<file path="config.mk">
export PLATFORM = sky130hd
export DESIGN_NAME = prefix_adder
export DESIGN_NICKNAME = d
export VERILOG_FILES = /design/src/rtl/pa_pkg.sv /design/src/rtl/pa_col_pg.sv /design/src/rtl/pa_prefix_tree.sv /design/src/rtl/pa_sum_stage.sv /design/src/rtl/prefix_adder.sv
export SDC_FILE = /design/constraint.sdc
export NUM_CORES = 1
export LEC_CHECK = 0
export BUFFER_PORTS_ARGS = -buffer_cell sky130_fd_sc_hd__buf_2
export CAP_MARGIN = 10
export CORE_AREA = 2 2 48 50
export DETAILED_ROUTE_END_ITERATION = 16
export DIE_AREA = 0 0 50 52
export PLACE_DENSITY_LB_ADDON = 0.08
export SETUP_SLACK_MARGIN = 0.2
export SYNTH_ARGS = -nofsm -noshare
export SYNTH_HDL_FRONTEND = slang
export SYNTH_HIERARCHICAL = 1
export SYNTH_SLANG_ARGS = --single-unit
</file>
<file path="constraint.sdc">
create_clock -name vclk -period 4.3
set_input_delay 0.43 -clock vclk [all_inputs]
set_output_delay 0.43 -clock vclk [all_outputs]
set_load 0.01 [all_outputs]
</file>
<file path="src/rtl/pa_pkg.sv">
package pa_pkg;

    // Generate/propagate pair for one column or for a span of columns.
    typedef struct packed {
        logic gen;
        logic prop;
    } pg_t;

    // Merge an upper span with the span directly beneath it.
    function automatic pg_t pg_merge(input pg_t upper, input pg_t lower);
        pg_t r;
        r.gen  = upper.gen | (upper.prop & lower.gen);
        r.prop = upper.prop & lower.prop;
        return r;
    endfunction

    // Pair for a single column of two operand bits.
    function automatic pg_t pg_column(input logic x, input logic y);
        pg_t r;
        r.gen  = x & y;
        r.prop = x | y;
        return r;
    endfunction

endpackage

</file>
<file path="src/rtl/pa_col_pg.sv">
// Leaf pairs. Slot 0 holds the virtual column carrying the carry-in.
// Slot k (k >= 1) holds operand column k-1. Operand column N-1 feeds
// only the carry-out and is handled in the output stage.
module pa_col_pg
    import pa_pkg::*;
#(
    parameter int N = 16
) (
    input  logic [N-1:0]    a,
    input  logic [N-1:0]    b,
    input  logic            cin,
    output pg_t  [N-1:0]    leaf
);

    assign leaf[0] = '{gen: cin, prop: 1'b0};

    for (genvar k = 1; k < N; k++) begin : g_leaf
        assign leaf[k] = pg_column(a[k-1], b[k-1]);
    end

endmodule

</file>
<file path="src/rtl/pa_prefix_tree.sv">
// Regular log2(N)-level tree. At level l every node merges with the node
// 2^l slots below it. After the last level each slot k spans down to slot 0.
module pa_prefix_tree
    import pa_pkg::*;
#(
    parameter int N = 16
) (
    input  pg_t  [N-1:0]    leaf,
    output logic [N-1:0]    carry,
    output logic [N-1:0]    span_prop
);

    localparam int LEVELS = $clog2(N);

    pg_t [N-1:0] lvl [LEVELS+1];

    assign lvl[0] = leaf;

    for (genvar l = 0; l < LEVELS; l++) begin : g_level
        localparam int DIST = 1 << l;
        for (genvar k = 0; k < N; k++) begin : g_node
            if (k >= DIST) begin : g_merge
                assign lvl[l+1][k] = pg_merge(lvl[l][k], lvl[l][k-DIST]);
            end else begin : g_pass
                assign lvl[l+1][k] = lvl[l][k];
            end
        end
    end

    for (genvar k = 0; k < N; k++) begin : g_out
        assign carry[k]     = lvl[LEVELS][k].gen;
        assign span_prop[k] = lvl[LEVELS][k].prop;
    end

endmodule

</file>
<file path="src/rtl/pa_sum_stage.sv">
// carry[i] is the carry into operand column i.
module pa_sum_stage
    import pa_pkg::*;
#(
    parameter int N = 16
) (
    input  logic [N-1:0]    a,
    input  logic [N-1:0]    b,
    input  logic [N-1:0]    carry,
    output logic [N-1:0]    sum,
    output logic            cout
);

    pg_t top_col;

    assign sum     = a ^ b ^ carry;
    assign top_col = pg_column(a[N-1], b[N-1]);
    assign cout    = top_col.gen | (top_col.prop & carry[N-1]);

endmodule

</file>
<file path="src/rtl/prefix_adder.sv">
module prefix_adder
    import pa_pkg::*;
#(
    parameter int N = 16
) (
    input  logic [N-1:0]    op_a,
    input  logic [N-1:0]    op_b,
    input  logic            carry_in,
    output logic [N-1:0]    sum,
    output logic            carry_out
);

    pg_t  [N-1:0] leaf;
    logic [N-1:0] carry_vec;
    logic [N-1:0] span_prop;

    pa_col_pg #(.N(N)) u_leaf (
        .a    (op_a),
        .b    (op_b),
        .cin  (carry_in),
        .leaf (leaf)
    );

    pa_prefix_tree #(.N(N)) u_tree (
        .leaf      (leaf),
        .carry     (carry_vec),
        .span_prop (span_prop)
    );

    pa_sum_stage #(.N(N)) u_out (
        .a     (op_a),
        .b     (op_b),
        .carry (carry_vec),
        .sum   (sum),
        .cout  (carry_out)
    );

endmodule

</file>
==> results by group, run 1 <==
Cells and area
  – ANT cells: 0
  – Sequential cell count: 0
  – Share of layout cells above drive strength 1: between 40% and 50%
  – Reg area: 0 um^2
  – CLK BUF: 0
  – Synth-to-Final Area Change: 29.5%
  – Nets@finish: between 150 and 200

Synth
  – Synthesized area: 916 um^2
  – Synth warn: 6
  – Cells after Synth: 94
  – Syn nets: about 130
  – Mapped Avg Cell Area: ~9.7 um^2

CTS
  – Postcts setup bufs: 0
  – Post-cts resize count: 0
  – Hold-fix buffers, CTS: 0

STA
  – Final Hold Vio Count: 0
  – Setup TNS: 0 ns
  – Period minus WS final: 2.99 ns
  – Worst hold slack: approximately 1.2 ns
  – Pins Over Slew Limit: 0
  – Fin crit share: ~70%
  – Slew at the pin with the worst max-slew slack: just over 0.3 ns
  – Peak Freq: ~0.33 GHz
  – Rel. slew slack: about four fifths
  – Final setup fails: 0
  – Unrepaired setup endpoints after global routing: false

Route
  – DRC violations left: 0
  – DR iter-0 viols: 14
  – Average wire per standard cell: between 10 and 15 um
  – Routed vias: about 860
  – Post-DRT Antenna Nets: 0
  – Drt pass-1 iters: 4
  – Total wire length: between 1500 and 2000 um
  – Drt via density: 5.07

Outcome
  – Status: finished clean

Floorplanning
  – Die Ht: approximately 52 um
  – I/O pin cnt: 50
  – Core footprint: approximately 2100 um^2
  – Overall die width: ~50 um
  – Die area: between 2000 and 3000 um^2
  – Initial Utilization: 43.5%
  – # rows: 17

Placed design
  – Port Buffers: 50
  – GPL Wtd Cong: 0.754
  – Dpl hpwl: approximately 1600 um

Global routing
  – Vias in the first global route: 752
  – Grt total ovfl: 0
  – GRT Total Usage: between 10% and 20%
  – Largest net degree at the start of global routing: 6
  – Initial antenna violation count: 0
  – First-pass GRT wire length: approximately 2900 um

Critical path
  – Arrival time worst endpoint: approximately 2.6 ns
  – Critical Path End Type: output pin
  – WP data required: 3.87 ns
  – Setup CP Type: input pin to output pin
  – Critical Path Fanout Max: 4
  – Crit start category: input pin

Hold path
  – Worst Hold End: sum[0]
  – Hold wc startpoint: carry_in
  – Worst Hold Path Cells: 3
  – Worst hold path class: input pin to output pin

Pwr
  – Power, Total: between 150 and 200 uW
  – Peak supply drop: 0.0000919 V
  – Pwr dens: between 150 and 200 nW/um^2
  – Lkg Pwr: a little under 0.0007 uW

Job
  – Max cap viols: 0
[how the worst max path moves through the flow]
stage,startpoint,endpoint,cells after the start
finish,op_b[3],sum[13],9
global route,op_b[3],sum[13],9
CTS,op_b[3],sum[13],9
detailed placement,op_b[3],sum[13],9
global placement,op_b[3],sum[13],9
floorplan,op_b[3],sum[13],7
[stage by stage]
step | instances | utilization (%) | instance area (um^2) | worst slack (ns)
after floorplan | 94 | - | 916 | 1.58
after global placement | 170 | 56.3 | 1190 | 1.34
after detailed placement | 170 | 56.3 | 1190 | 1.32
after CTS | 170 | 56.3 | 1190 | 1.31
after global routing | 170 | 56.3 | 1190 | 1.22
final | 170 | 56.3 | 1190 | 1.31
[cell usage in the layout, fill, tap and decap left out, drive strengths merged]
cell type  instances
buf               50
and2              17
or2               15
xor3              15
a21o              13
a21oi              5
nand2              4
a211oi             3
a31oi              3
nand3              2
nand4              2
nor2               2
a221o              2
a221oi             2
fa                 1
o211a              1
o21a               1
o21ai              1
nand2b             1
inv                1
and3               1
[layer usage]
layer,wire [um],track usage [%],vias up
li1,-,-,446
met1,767,17.2,387
met2,936,27.0,29
met3,114,0.575,0
met4,0,0,0
met5,0,0,-
[cell type report]
type	count	area, um^2
Tap cell	28	35.0
Timing Repair Buffer	50	250
Multi-Input combinational cell	91	897
Fill cell	212	920
Inverter	1	3.75
[report_power, final]
part           switching, uW  leakage [uW]  total (uW)  internal (uW)
Sequential                 0             0           0              0
Combinational           79.3      0.000684         187            108
Clock                      0             0           0              0
[worst max-delay path, cell delays in order]
cell and delay (ns):
buf_2 0.11, or2_1 0.27, and2_4 0.16, a221oi_4 0.29, nand3_1 0.11, a221o_1 0.38, a221o_1 0.31, xor3_1 0.34
buf_2 0.15
No activity file was read; power rests on OpenSTA's default activity.
==> inputs of run 2 (changes only) <==
CORE_AREA = 2 2 49 51   (was 2 2 48 50)
DIE_AREA = 0 0 51 53   (was 0 0 50 52)
clock period = 3.12 ns   (was 4.3 ns; I/O delays follow)
==> run 2 against run 1 <==
Effect of this change: non-clock buffer count stayed put; highest routed layer unchanged; largest power group unchanged; first-iteration DRC count is 64% lower; critical path depth stayed put.
==> results by group, run 2 (synthesis results as in run 1) <==
Cells and area
  – Commonest non-fill, non-tap cell in the layout: buf_2
  – ANT cells: 0
  – Nets@finish: around 180
  – Reg area: 0 um^2
  – Most frequent cells in the layout: 50 x buf_2, 15 x and2_2, 15 x or2_1, 15 x xor3_1, 13 x a21o_1
  – Share of layout cells above drive strength 1: ~47%
  – Final instance area: approximately 1200 um^2
  – Sequential cell count: 0
  – Synth-to-Final Area Change: 29.5%
  – CLK BUF: 0

Route
  – Routed vias: 885
  – Drt pass-1 iters: 4
  – Drt via density: 5.21
  – Total wire length: between 1500 and 2000 um
  – DRC violations left: 0
  – DR iter-0 viols: 5
  – Post-DRT Antenna Nets: 0
  – Average wire per standard cell: between 10 and 15 um

Job
  – Max cap viols: 0

Critical path
  – WP data required: approximately 2.8 ns
  – Critical Path Fanout Max: 3
  – CP peak stage delay: around 0.36 ns
  – Crit-path cells: buf_2 > or2_1 > o211a_1 > a211oi_1 > nor2_1 > a221o_1 > a221o_1 > xor3_1 > buf_2
  – Arrival time worst endpoint: roughly 2.5 ns
  – Critical Path End Type: output pin
  – Setup CP Type: input pin to output pin
  – Crit start category: input pin
  – Crit path max-delay cell type: xor3_1

Global routing
  – Vias in the first global route: between 800 and 900
  – Grt total ovfl: 0
  – GRT Total Usage: around 14%
  – Largest net degree at the start of global routing: 6
  – First-pass GRT wire length: just over 3000 um
  – Initial antenna violation count: 0

STA
  – Period minus WS final: 2.80 ns
  – Peak Freq: between 0.3 and 0.4 GHz
  – Fin crit share: 89.6%
  – Final setup fails: 0
  – Final Hold Vio Count: 0
  – Worst hold slack: about 0.97 ns
  – Rel. slew slack: about 76%
  – Unrepaired setup endpoints after global routing: false
  – Setup TNS: 0 ns
  – Pins Over Slew Limit: 0
  – Slew at the pin with the worst max-slew slack: roughly 0.35 ns

Pwr
  – Reg power frac: 0%
  – Cell Int Power: roughly 150 uW
  – Net Sw Power: ~110 uW
  – Net Sw Frac: a little over two fifths
  – Combinational share of power: between 90% and 100%
  – Pwr dens: 221 nW/um^2
  – Lkg Pwr: 0.000684 uW
  – Peak supply drop: 0.000103 V
  – Power share of the clock group: 0%

Placed design
  – Placed cell area: 1190 um^2
  – Port Buffers: 50
  – GPL Wtd Cong: around 0.7
  – Dpl hpwl: between 1500 and 2000 um

Floorplanning
  – Initial Utilization: a little over two fifths
  – Die area: 2700 um^2
  – I/O pin cnt: 50
  – Die Ht: 53 um
  – Overall die width: about 50 um
  – # rows: 17
  – Core footprint: ~2100 um^2

Outcome
  – Status: finished clean

CTS
  – Hold-fix buffers, CTS: 0
  – Postcts setup bufs: 0
  – Post-cts resize count: 0

Hold path
  – Worst hold path class: input pin to output pin
## run 2: routing by layer
| layer | vias up | routed length, um | GRT usage (%) |
|---|---|---|---|
| li1 | 447 | - | - |
| met1 | 408 | 822 | 15.4 |
| met2 | 30 | 1060 | 31.0 |
| met3 | 0 | 110 | 0.282 |
| met4 | 0 | 0 | 0 |
| met5 | - | 0 | 0 |
## run 2: power by group through the flow
stage / sequential (uW) / clock, uW / combinational (uW)
floorplan: 0 / 0 / 180
global placement: 0 / 0 / 257
detailed placement: 0 / 0 / 264
CTS: 0 / 0 / 265
global route: 0 / 0 / 285
finish: 0 / 0 / 262
## run 2: critical path: cells and delay by family
kind / cells / cell delay (ns)
AOI/OAI and AO/OA: 4 / 1.20
xor gates and xnor gates: 1 / 0.36
buffers and inverters: 2 / 0.26
and+or+nand+nor: 2 / 0.36
## run 2: path summary, 6_finish.rpt
path / start / endpoint / cells after the start
worst max-delay path: op_b[4] / sum[13] / 9
worst min-delay path: carry_in / sum[0] / 3
## run 2: stage by stage
stage	std cells	util, %	setup slack, ns	power (uW)
after floorplan	94	-	0.637	180
after global placement	170	55.2	0.385	257
after detailed placement	170	55.2	0.329	264
after CTS	170	55.2	0.317	265
after global routing	170	55.2	0.224	285
final	170	55.2	0.324	262
## run 2: layout make-up
cell class / instances / area, um^2
Inverter: 1 / 3.75
Timing Repair Buffer: 50 / 250
Fill cell: 225 / 962
Tap cell: 28 / 35.0
Multi-Input combinational cell: 91 / 897
